[src/rtl/lac_pkg.sv]
package lac_pkg;
    typedef enum logic [2:0] {
        ST_RST,
        ST_SETTLE,
        ST_SEARCH,
        ST_LOCKED,
        ST_FAIL
    } lac_state_e;

    localparam int SYM_W = 10;
    localparam logic [SYM_W-1:0] COMMA_POS = 10'b0011111010;
    localparam logic [SYM_W-1:0] COMMA_NEG = 10'b1100000101;
endpackage

[src/rtl/lac_sync2.sv]
module lac_sync2 (
    input  logic clk,
    input  logic rst,
    input  logic d_i,
    output logic q_o
);
    logic s1_q, s2_q;

    always_ff @(posedge clk) begin
        if (rst) begin
            s1_q <= 1'b0;
            s2_q <= 1'b0;
        end else begin
            s1_q <= d_i;
            s2_q <= s1_q;
        end
    end

    assign q_o = s2_q;
endmodule

[src/rtl/lac_comma_finder.sv]
module lac_comma_finder #(
    parameter int WORD_W = 20,
    parameter int OFS_W  = 5
) (
    input  logic              clk,
    input  logic              rst,
    input  logic [WORD_W-1:0] word_i,
    output logic              hit_o,
    output logic [OFS_W-1:0]  ofs_o
);
    import lac_pkg::*;

    typedef struct packed {
        logic [WORD_W-1:0] prev;
        logic              hit;
        logic [OFS_W-1:0]  ofs;
    } fnd_t;

    fnd_t d, q;
    logic [2*WORD_W-1:0] win;
    logic [WORD_W-1:0]   match;

    assign win = {word_i, q.prev};

    for (genvar g = 0; g < WORD_W; g++) begin : g_ofs
        assign match[g] = (win[g+SYM_W-1:g] == COMMA_POS) ||
                          (win[g+SYM_W-1:g] == COMMA_NEG);
    end

    always_comb begin
        d      = q;
        d.prev = word_i;
        d.hit  = 1'b0;
        d.ofs  = '0;
        // Scan downward so the lowest matching offset wins.
        for (int i = WORD_W - 1; i >= 0; i--) begin
            if (match[i]) begin
                d.hit = 1'b1;
                d.ofs = OFS_W'(i);
            end
        end
    end

    always_ff @(posedge clk) begin
        if (rst) q <= '0;
        else     q <= d;
    end

    assign hit_o = q.hit;
    assign ofs_o = q.ofs;
endmodule

[src/rtl/lac_align_ctrl.sv]
module lac_align_ctrl #(
    parameter int WORD_W      = 20,
    parameter int TARGET_OFS  = 7,
    parameter int RST_CYC     = 16,
    parameter int SETTLE_CYC  = 256,
    parameter int SEARCH_HITS = 8,
    parameter int LOSS_HITS   = 4,
    parameter int RETRY_MAX   = 255,
    parameter int SEARCH_TMO  = 1024,
    localparam int OFS_W      = $clog2(WORD_W),
    localparam int RTY_W      = $clog2(RETRY_MAX + 1)
) (
    input  logic              clk,
    input  logic              rst,
    input  logic [WORD_W-1:0] rx_word_i,
    input  logic              phase_done_i,
    output logic              xcvr_rst_o,
    output logic              aligned_o,
    output logic              fail_o,
    output logic [OFS_W-1:0]  comma_ofs_o,
    output logic [RTY_W-1:0]  retries_o
);
    import lac_pkg::*;

    localparam int CNT_A   = (RST_CYC > SETTLE_CYC) ? RST_CYC : SETTLE_CYC;
    localparam int CNT_MAX = (CNT_A > SEARCH_TMO) ? CNT_A : SEARCH_TMO;
    localparam int CNT_W   = $clog2(CNT_MAX + 1);
    localparam int HIT_MAX = (SEARCH_HITS > LOSS_HITS) ? SEARCH_HITS : LOSS_HITS;
    localparam int HIT_W   = $clog2(HIT_MAX + 1);

    typedef struct packed {
        lac_state_e        st;
        logic [CNT_W-1:0]  cnt;
        logic [HIT_W-1:0]  run;
        logic [OFS_W-1:0]  ofs;
        logic [RTY_W-1:0]  rty;
    } ctl_t;

    ctl_t d, q;
    logic             done_s;
    logic             hit;
    logic [OFS_W-1:0] hit_ofs;
    logic             retry;
    logic [HIT_W-1:0] run_inc;

    lac_sync2 u_sync (
        .clk (clk),
        .rst (rst),
        .d_i (phase_done_i),
        .q_o (done_s)
    );

    lac_comma_finder #(
        .WORD_W (WORD_W),
        .OFS_W  (OFS_W)
    ) u_find (
        .clk    (clk),
        .rst    (rst),
        .word_i (rx_word_i),
        .hit_o  (hit),
        .ofs_o  (hit_ofs)
    );

    always_comb begin
        d       = q;
        retry   = 1'b0;
        run_inc = q.run + 1'b1;
        unique case (q.st)
            ST_RST: begin
                if (q.cnt == CNT_W'(RST_CYC - 1)) begin
                    d.st  = ST_SETTLE;
                    d.cnt = '0;
                end else begin
                    d.cnt = q.cnt + 1'b1;
                end
            end
            ST_SETTLE: begin
                if (q.cnt != CNT_W'(SETTLE_CYC - 1)) begin
                    d.cnt = q.cnt + 1'b1;
                end else if (done_s) begin
                    d.st  = ST_SEARCH;
                    d.cnt = '0;
                    d.run = '0;
                end
            end
            ST_SEARCH: begin
                d.cnt = q.cnt + 1'b1;
                if (hit) begin
                    if (q.run != '0 && hit_ofs == q.ofs) d.run = run_inc;
                    else                                 d.run = HIT_W'(1);
                    d.ofs = hit_ofs;
                    if (d.run == HIT_W'(SEARCH_HITS)) begin
                        if (hit_ofs == OFS_W'(TARGET_OFS)) begin
                            d.st  = ST_LOCKED;
                            d.run = '0;
                        end else begin
                            retry = 1'b1;
                        end
                    end else if (q.cnt == CNT_W'(SEARCH_TMO - 1)) begin
                        retry = 1'b1;
                    end
                end else begin
                    d.run = '0;
                    if (q.cnt == CNT_W'(SEARCH_TMO - 1)) retry = 1'b1;
                end
            end
            ST_LOCKED: begin
                if (hit) begin
                    if (hit_ofs != OFS_W'(TARGET_OFS)) begin
                        d.run = run_inc;
                        if (run_inc == HIT_W'(LOSS_HITS)) retry = 1'b1;
                    end else begin
                        d.run = '0;
                    end
                end
            end
            default: ;
        endcase

        if (retry) begin
            if (q.rty == RTY_W'(RETRY_MAX)) begin
                d.st = ST_FAIL;
            end else begin
                d.st  = ST_RST;
                d.cnt = '0;
                d.run = '0;
                d.rty = q.rty + 1'b1;
            end
        end
    end

    always_ff @(posedge clk) begin
        if (rst) begin
            q.st  <= ST_RST;
            q.cnt <= '0;
            q.run <= '0;
            q.ofs <= '0;
            q.rty <= '0;
        end else begin
            q <= d;
        end
    end

    assign xcvr_rst_o  = (q.st == ST_RST);
    assign aligned_o   = (q.st == ST_LOCKED);
    assign fail_o      = (q.st == ST_FAIL);
    assign comma_ofs_o = q.ofs;
    assign retries_o   = q.rty;
endmodule

[config.mk]
export PLATFORM = sky130hd
export DESIGN_NAME = lac_align_ctrl
export DESIGN_NICKNAME = d
export VERILOG_FILES = /design/src/rtl/lac_pkg.sv /design/src/rtl/lac_sync2.sv /design/src/rtl/lac_comma_finder.sv /design/src/rtl/lac_align_ctrl.sv
export SDC_FILE = /design/constraint.sdc
export NUM_CORES = 1
export LEC_CHECK = 0
export ABC_AREA = 1
export BUFFER_PORTS_ARGS = -buffer_cell sky130_fd_sc_hd__buf_2
export CAP_MARGIN = 20
export CORE_UTILIZATION = 52
export DETAILED_ROUTE_END_ITERATION = 7
export PLACE_DENSITY = 0.71
export SKIP_CTS_REPAIR_TIMING = 1
export SLEW_MARGIN = 30
export SYNTH_ARGS = -nofsm -noshare
export SYNTH_HDL_FRONTEND = slang
export SYNTH_HIERARCHICAL = 1
export SYNTH_SLANG_ARGS = --single-unit
[constraint.sdc]
create_clock -name clk -period 3.8 [get_ports clk]
set_clock_uncertainty 0.2 [all_clocks]
set_input_delay 0.76 -clock clk [delete_from_list [all_inputs] [get_ports clk]]
set_output_delay 0.76 -clock clk [all_outputs]
set_load 0.01 [all_outputs]
==> reports/results.ini, run 1 <==
[die]
fp.coreArea_sq_um = 7767
ios = 39
start_util_pct = 54.04
die-area_sq_um = 8436
fp-row-count = 32
die_x_um = 91.85
die_y_um = 91.85

[critical_path]
path_buf_inv = 3
endpoint_kind = flop
crit_top_cell = nand2_4
cp_slowest_cell = dfxtp_1
slowest_delay_ns = 0.53
worst-setup-path-type = flop to flop
crit_fanout = 14
crit_family = simple AND/OR/NAND/NOR gates
worstPathArrival_ns = 2.48
cp_cell_sequence = inv_1, ha_1, inv_1, nand2_1, nor2_2, inv_2, nor2_2, nand3_1, nand3_2, nand2_4, nand2_4, nand2_4, a21oi_1
worst_setup_path_start_kind = flop
critPathRequiredTime_ns = 3.87

[sta]
setup_slack_ns = 1.398
setup_viol_count_final = 0
fmax_mhz = 416.3
relSlewSlack_pct = 43.24
worst_pin_slew_ns = 0.8483
fin_tns_setup_ns = 0
rsz0062_at_grt = no
hold_viol_final = 0
slew_violations = 0
finalCriticalPeriod_ns = 2.402
period_share_pct = 63.21

[drt]
vias_per_cell = 5.195
wirelength_um = 9962
drc = 0
vias = 4177
drt_iter0_drc = 223
postRouteAntennaNets = 0
avgRoutedWirePerCell_um = 12.39
first_pass_iters = 5

[final_layout]
drive_above_1_share_pct = 16.10
syn_to_final_growth_pct = 7.094
antennaDiodeCount = 0
nFillCells = 821
nNetsFinal = 725
multiInputGateArea_sq_um = 2342
final-seq-area_sq_um = 1181

[power]
power.internal_w = 0.001008
peakVddDrop_mv = 0.2331
seqPwrFrac_pct = 48.3
p_leak_nw = 2.132
p_sw_w = 0.0003573
power_frac_comb_pct = 8.1
clkPwrFrac_pct = 43.6
p_sw_share_pct = 26.18
powerDensity_nw_per_um2 = 303.6

[clock_network]
cts.sinks = 59
cts_buffer_depth = 2
numCtsBuffers = 9
cts_tree = built
htree_levels = 3
cts_root_buf = clkbuf_8
clk_latency_ns = 0.34
path_clk_slew_ns = 0.07

[place]
place_congestion = 0.9235
post-place-ws_ns = 1.355
portBuffers = 38
hpwl_um = 7664

[yosys]
ys_warn_count = 6
avgSynthCellArea_sq_um = 6.164
synth_cell_types = 50
synth_edf_count = 0
synth_area_sq_um = 4198
synth_top_area_share_pct = 28.14
yosysTopAreaCell = dfxtp_1
synth_seq_cells = 59
synth_flop_cell = dfxtp_1
ys_seq_area_share_pct = 28.14
synth_area_leaders = dfxtp_1, nand2_1, nor2_1
synth_nets = 709
syn_inst = 681
ys_async_sr_fraction_pct = 0

[global_routing]
grt_pass1_wl_um = 17100
grt_max_degree = 34
grt_pass1_vias = 3939
gr-total-overflow = 0
antenna_found_initial = 0
grt_use_total_pct = 25.07

[flow_run]
drv_cap = 0

[status]
outcome = finished clean

[hold_path]
hp-class = flop to flop

[final cells by class]
type	instances	area share, %
Clock buffer	12	3.451
Clock inverter	4	1.085
Inverter	120	10.02
Sequential cell	59	26.27
Multi-Input combinational cell	469	52.10
Tap cell	102	2.839
Timing Repair Buffer	38	4.230
[flip-flops by register name, summed over array words and instances (netlist names)]
signal        flops
comma_ofs_o       5
q                18
retries_o         8
u_find/hit_o      1
u_find/ofs_o      5
u_find/q         20
u_sync/q_o        1
u_sync/s1_q       1
[cell families after synthesis]
| family | synth area share [%] |
|---|---|
| simple gates | 41.22 |
| buf+inv | 16.07 |
| compound gates | 11.00 |
| flops | 28.14 |
| xor+xnor | 2.087 |
| fa+ha+maj | 1.490 |
[cell usage in the layout (no fill, tap or decap), types with 2 or more instances in the layout]
cell / count
xnor2_1: 3
and3_1: 2
buf_2: 38
o21ai_0: 17
nor4_1: 15
a21oi_2: 2
nand4_1: 14
inv_1: 96
a31o_2: 2
nor3_1: 12
nor3_2: 6
or2_2: 2
ha_1: 5
a21oi_1: 26
inv_2: 23
nand3_2: 2
nor4_2: 2
nand2_4: 3
nand2_1: 147
nand3_1: 48
o22ai_1: 4
a31oi_1: 3
o21ai_1: 4
nor2_1: 111
o211ai_1: 2
dfxtp_1: 59
clkinv_2: 2
xor2_1: 7
clkbuf_8: 11
nand2_2: 5
nor2_2: 9
[routing by layer]
| layer | vias up | wire length, um | track usage, % |
|---|---|---|---|
| li1 | 2178 | - | - |
| met5 | - | 0 | 0 |
| met1 | 1887 | 4365 | 28.32 |
| met2 | 89 | 5017 | 45.52 |
| met3 | 23 | 371 | 5.721 |
| met4 | 0 | 207 | 9.375 |
[power groups by stage]
| stage | Clock (W) | Sequential, W | Combinational (W) |
|---|---|---|---|
| finish | 0.000595 | 0.000660 | 0.000111 |
| detailed placement | 0 | 0.000673 | 0.000110 |
| CTS | 0.000612 | 0.000659 | 0.000110 |
| floorplan | 0 | 0.000660 | 0.0000855 |
| global route | 0.000638 | 0.000662 | 0.000126 |
| global placement | 0 | 0.000673 | 0.000108 |
[through the flow]
stage | hold slack [ns] | power, W | cell area [sq um] | utilization [%] | cells
4_1_cts | 0.2153 | 0.001381 | 4496 | 57.88 | 804
6_report | 0.2101 | 0.001365 | 4496 | 57.88 | 804
2_1_floorplan | 0.1883 | 0.0007454 | 4198 | - | 681
3_3_place_gp | 0.2009 | 0.0007809 | 4292 | 55.25 | 788
3_5_place_dp | 0.2056 | 0.0007830 | 4292 | 55.25 | 788
5_1_grt | 0.2321 | 0.001426 | 4496 | 57.88 | 804
[path summary, 6_finish.rpt]
check,from,endpoint,slack [ns],cells after the start
worst max-delay path,q[13],q[18],1.40,13
worst min register to register,u_sync/s1_q,u_sync/q_o,0.21,2
worst min-delay path,u_sync/s1_q,u_sync/q_o,0.21,2
worst max register to register,q[13],q[18],1.40,13
[synthesized netlist by cell type, types with 2 or more instances]
cell,count
xnor2_1,3
a31oi_1,3
dfxtp_1,59
a21oi_1,26
xor2_1,7
nand2_1,147
o21ai_0,17
nand2_4,3
nand4_1,14
nor4_2,2
nor4_1,15
ha_1,5
a21oi_2,2
clkbuf_1,4
and3_1,2
nand3_1,48
buf_4,21
nand2_2,5
nor2_2,9
buf_2,5
nor3_1,12
buf_6,2
o22ai_1,4
inv_2,23
nor3_2,6
inv_1,96
or2_2,2
nand3_2,2
nor2_1,111
o21ai_1,4
o211ai_1,2
a31o_2,2
[worst reg2reg max path, cell delays in order, from the launching register on]
cell	delay [ns]
dfxtp_1	0.53
inv_1	0.09
ha_1	0.32
inv_1	0.08
nand2_1	0.06
nor2_2	0.12
inv_2	0.05
nor2_2	0.11
nand3_1	0.11
nand3_2	0.12
nand2_4	0.11
nand2_4	0.14
nand2_4	0.14
a21oi_1	0.16
Note: power is estimated with default switching activity, not from simulation.
==> run 2, diff against run 1 <==
Settings changed: PLACE_DENSITY 0.71 to 0.74.
Clock period 3.8 ns to 2.1 ns, I/O delays scaled along.
==> run 2 against run 1 <==
The flow now finishes with violations (negative setup slack). Critical path depth down 5. Utilization up 6.7 points. Routed wire length up 9.6%. Critical path type unchanged. Combinational power up 110%. Maximum frequency up 14%. Setup slack worse by 1.4 ns.
==> reports/results.ini, run 2 (synthesis results as in run 1) <==
[status]
outcome = finished, violations left
violations = negative setup slack

[place]
dp.cells = 810  ; +2.8%
placed_area_sq_um = 4457  ; +3.8%
portBuffers = 38  ; unchanged
hpwl_um = 8011  ; +4.5%
place_congestion = 0.9419  ; +2.0%

[die]
fp-row-count = 32  ; unchanged
die_x_um = 91.85  ; unchanged
start_util_pct = 54.04  ; unchanged
fp.coreArea_sq_um = 7767  ; unchanged
die_y_um = 91.85  ; unchanged
die-area_sq_um = 8436  ; unchanged
ios = 39  ; unchanged

[power]
powerDensity_nw_per_um2 = 523.1  ; +72%
fin_total_pwr_w = 0.002625  ; +92%
p_leak_nw = 2.287  ; +7.2%
peakVddDrop_mv = 0.3154  ; +35%

[sta]
slew_violations = 0  ; unchanged
worst_pin_slew_ns = 0.6378  ; -0.2106 ns
relSlewSlack_pct = 57.44  ; +14 points
period_share_pct = 100.1  ; +37 points
hold_viol_final = 0  ; unchanged
fmax_mhz = 475.9  ; +14%
setup_slack_ns = -0.001088  ; -1.399 ns
setup_viol_count_final = 1  ; +1
finalCriticalPeriod_ns = 2.101  ; -0.3011 ns
rsz0062_at_grt = yes
fin_tns_setup_ns = -0.001088  ; -0.001088 ns

[final_layout]
largest_register_ffs = 20  ; unchanged
final_cell_mix = nand2_1, nor2_1, inv_1
syn_to_final_growth_pct = 19.55
final_area_sq_um = 5019  ; +12%
drive_above_1_share_pct = 27.10  ; +11 points
stdcell_count = 829  ; +3.1%
final_common_cell = nand2_1
nNetsFinal = 750  ; +3.4%
top_register = u_find/q
antennaDiodeCount = 0  ; unchanged

[clock_network]
numCtsBuffers = 9  ; unchanged
cts_root_buf = clkbuf_8
cts_tree = built
clk_latency_ns = 0.35  ; about the same
cts_buffer_depth = 2  ; unchanged
cts.sinks = 59  ; unchanged
htree_levels = 3  ; unchanged
path_clk_slew_ns = 0.07  ; about the same

[critical_path]
timing.rr.end = q[29]
crit_fanout = 7  ; -7
cp_slowest_cell = dfxtp_1
cp_cell_sequence = inv_2, nor3_2, nor2_1, or2_1, nor3_4, nand2_1, nand2_1, a21oi_2
critPathRequiredTime_ns = 2.14  ; -1.73 ns
r2r-start = q[28]
reg2regPathDepth = 8  ; -5
slowest_delay_ns = 0.40  ; -0.13 ns
worst-setup-path-type = flop to flop
crit_top_cell = nand2_1
r2r_slack_ns = -0.001  ; -1.40 ns
endpoint_kind = flop
worstPathArrival_ns = 2.14  ; -0.34 ns
worst_setup_path_start_kind = flop
path_buf_inv = 1  ; -2
crit_family = simple AND/OR/NAND/NOR gates

[hold_path]
hp-class = input pin to flop
whs_endpoint = u_find/q[23]
hold_depth = 3  ; +1
hp-start = rx_word_i[17]

[drt]
vias = 4414  ; +5.7%
first_pass_iters = 5  ; unchanged
vias_per_cell = 5.324  ; +2.5%
postRouteAntennaNets = 0  ; unchanged
drc = 0  ; unchanged
avgRoutedWirePerCell_um = 13.17  ; +6.3%
drt_iter0_drc = 221  ; -0.90%
wirelength_um = 10910  ; +9.6%

[global_routing]
grt_max_degree = 24  ; -29%
grt_pass1_vias = 4054  ; +2.9%
grt_pass1_wl_um = 17180  ; +0.49%
grt_use_total_pct = 25.35  ; +0.28 points
gr-total-overflow = 0  ; unchanged
antenna_found_initial = 0  ; unchanged

[flow_run]
drv_cap = 0  ; unchanged

## run 2: area by class of cell
cell class              count  area (sq um)
clock buffers              12         155.1
clock inverters             4         72.57
fillers                   747          2749
inverters                 120         455.4
multi-input cells         469          2597
flip-flops and latches     59          1225
well taps                 102         127.6
repair buffers             63         385.4
## run 2: metal layers
layer  track usage, %  vias to the layer above  routed length [um]
li1                 -                     2237                   -
met5                0                        -                   0
met1            28.18                     2009                4319
met4            10.29                        0                 319
met2            46.64                      133                5736
met3            5.224                       35                 538
## run 2: worst max path at each step
stage                     startpoint    end  cells past startpoint
after floorplan                q[13]  q[17]                     15
after global placement         q[13]  q[18]                     12
after detailed placement       q[13]  q[30]                     13
after CTS                      q[13]  q[30]                     13
after global routing           q[17]  q[29]                     11
final                          q[28]  q[29]                      8
## run 2: power by group
part,internal [W],switching (W)
Sequential,0.00115,0.0000455
Clock,0.000731,0.000470
Combinational,0.0000830,0.000150
Total,0.00196,0.000665
## run 2: worst reg2reg max path, cell delays in order (launching register included)
cell and delay [ns]:
dfxtp_1 0.40, inv_2 0.07, nor3_2 0.33, nor2_1 0.23
or2_1 0.31, nor3_4 0.21, nand2_1 0.09, nand2_1 0.10
a21oi_2 0.06
## run 2: through the flow
step                util (%)  setup WS (ns)  hold WS (ns)
CTS                    60.31       -0.07996       0.06364
detailed placement     57.38       -0.05364        0.1992
global placement       57.38      -0.003563        0.1909
finish                 64.61      -0.001088       0.06585
global route           64.61        -0.1075       0.06767
floorplan                  -        0.04050        0.1883
==> run 3, diff against run 2 <==
==> constraint.sdc (replaced) <==
create_clock -name clk -period 2.1 [get_ports clk]
set_clock_uncertainty 0.2 [all_clocks]
set_input_delay 0.21 -clock clk [delete_from_list [all_inputs] [get_ports clk]]
set_output_delay 0.21 -clock clk [all_outputs]
set_load 0.01 [all_outputs]
==> run 3 against run 2 <==
The flow finishes with violations (negative hold slack). Design area is 1.5% higher. Global-route usage is 1.2 points lower. Clock power is 19% lower. Critical path depth is 3 higher. Non-clock buffer count is 17 higher. Via count is 2.5% higher. Sequential share of layout area is 0.56 points lower. Die area stayed put. Largest cell class unchanged. Largest power group is now sequential cells.
==> reports/results.ini, run 3 (synthesis results as in run 1) <==
[final_layout]
drive_above_1_share_pct = 24.73  ; -2.4 points
nNetsFinal = 768  ; +2.4%
antennaDiodeCount = 0  ; unchanged
fin_util_pct = 65.58  ; +0.97 points
final_common_cell = nand2_1
top_register = u_find/q
final_cell_mix = nand2_1, nor2_1, inv_1
largest_register_ffs = 20  ; unchanged
syn_to_final_growth_pct = 21.34
stdcell_count = 846  ; +2.1%

[drt]
vias_per_cell = 5.348  ; +0.43%
vias = 4524  ; +2.5%
drt_iter0_drc = 249  ; +13%
drc = 0  ; unchanged
avgRoutedWirePerCell_um = 12.53  ; -4.9%
wirelength_um = 10600  ; -2.9%
first_pass_iters = 5  ; unchanged
postRouteAntennaNets = 0  ; unchanged

[sta]
period_share_pct = 97.38  ; -2.7 points
fin_hold_ws_ns = -0.005485  ; -0.07134 ns
slew_violations = 0  ; unchanged
relSlewSlack_pct = 57.49  ; about the same
fmax_mhz = 489.0  ; +2.7%
setup_slack_ns = 0.05503  ; +0.05611 ns
setup_viol_count_final = 0  ; -1
finalCriticalPeriod_ns = 2.045  ; -0.05611 ns
hold_viol_final = 1  ; +1
rsz0062_at_grt = yes
worst_pin_slew_ns = 0.6296  ; -0.008109 ns

[place]
dp.cells = 811  ; +0.12%
post-place-ws_ns = -0.04742  ; +0.006218 ns
place_congestion = 0.9179  ; -2.5%
portBuffers = 38  ; unchanged
hpwl_um = 7748  ; -3.3%

[clock_network]
cts_tree = built
cts_buffer_depth = 2  ; unchanged
path_clk_slew_ns = 0.06  ; about the same
cts_root_buf = clkbuf_8
clk_latency_ns = 0.34  ; about the same
cts.sinks = 59  ; unchanged
numCtsBuffers = 9  ; unchanged
htree_levels = 3  ; unchanged

[power]
fin_total_pwr_w = 0.002415  ; -8.0%
peakVddDrop_mv = 0.4715  ; +49%
p_leak_nw = 2.330  ; +1.9%
powerDensity_nw_per_um2 = 474.1  ; -9.4%

[critical_path]
worstPathArrival_ns = 2.07  ; -0.07 ns
reg2regPathDepth = 11  ; +3
endpoint_kind = flop
worst-setup-path-type = flop to flop
crit_fanout = 4  ; -3
critPathRequiredTime_ns = 2.13  ; about the same
r2r-start = q[18]
worst_setup_path_start_kind = flop
timing.rr.end = q[29]
r2r_slack_ns = 0.06  ; +0.06 ns

[global_routing]
grt_max_degree = 25  ; +4.2%
grt_use_total_pct = 24.11  ; -1.2 points
grt_pass1_vias = 3919  ; -3.3%
gr-total-overflow = 0  ; unchanged
antenna_found_initial = 0  ; unchanged
grt_pass1_wl_um = 16630  ; -3.2%

[die]
die_y_um = 91.85  ; unchanged
fp.coreArea_sq_um = 7767  ; unchanged
fp-row-count = 32  ; unchanged
die_x_um = 91.85  ; unchanged
start_util_pct = 54.04  ; unchanged
die-area_sq_um = 8436  ; unchanged
ios = 39  ; unchanged

[hold_path]
hold_depth = 3  ; unchanged
hp-start = rx_word_i[3]
whs_endpoint = u_find/q[9]
hp-class = input pin to flop

[flow_run]
drv_cap = 0  ; unchanged

[status]
outcome = finished, violations left
violations = negative hold slack

==> run 3: cell types whose count changed in the layout (fill, tap and decap cells not counted), sizes merged <==
cell         previous run  this run
nand2                 155       156
bufinv                  2         1
clkinv                  2         3
dlygate4sd3             0        17
clkinvlp                1         0
==> run 3: critical path, cell delays in order (launching register included) <==
cell and delay (ns):
dfxtp_4 0.36, ha_4 0.15, nand3_4 0.09, nor2_4 0.12, nand4_1 0.19, nor2_2 0.21
nor2_1 0.08, buf_4 0.14, nor3_4 0.18, nand2_1 0.10, nand2_1 0.08, a21oi_2 0.05
==> run 3: worst max path at each step <==
stage | startpoint | endpoint | slack [ns]
3_3_place_gp | q[14] | q[30] | 0.03
5_1_grt | q[18] | q[25] | -0.08
4_1_cts | q[13] | q[18] | -0.07
3_5_place_dp | q[18] | q[21] | -0.05
6_report | q[18] | q[29] | 0.06
2_1_floorplan | q[13] | q[17] | 0.04
==> run 3: final cells by class <==
cell class,count,area [sq um]
Clock inverter,3,40.04
Timing Repair Buffer,80,555.5
Inverter,120,450.4
Multi-Input combinational cell,470,2570
Clock buffer,12,135.1
Tap cell,102,127.6
Sequential cell,59,1215
Fill cell,707,2674
==> run 3: stage by stage <==
| stage | instance area [sq um] | setup TNS (ns) |
|---|---|---|
| 2_1_floorplan | 4198 | 0 |
| 3_3_place_gp | 4464 | 0 |
| 3_5_place_dp | 4464 | -0.5144 |
| 4_1_cts | 4639 | -1.060 |
| 5_1_grt | 5094 | -1.442 |
| 6_report | 5094 | 0 |
==> run 3: layer usage <==
| metal | wire (um) | up-vias | GRT usage, % |
|---|---|---|---|
| met1 | 4321 | 2059 | 27.75 |
| met3 | 609 | 27 | 5.970 |
| li1 | - | 2271 | - |
| met5 | 0 | - | 0 |
| met2 | 5403 | 167 | 43.28 |
| met4 | 263 | 0 | 8.073 |
==> run 3: power breakdown <==
group          internal, W  switching (W)  leakage (nW)
registers          0.00115      0.0000413         0.489
clock network     0.000539       0.000427        0.0902
logic             0.000103       0.000157          1.75
total              0.00179       0.000625          2.33
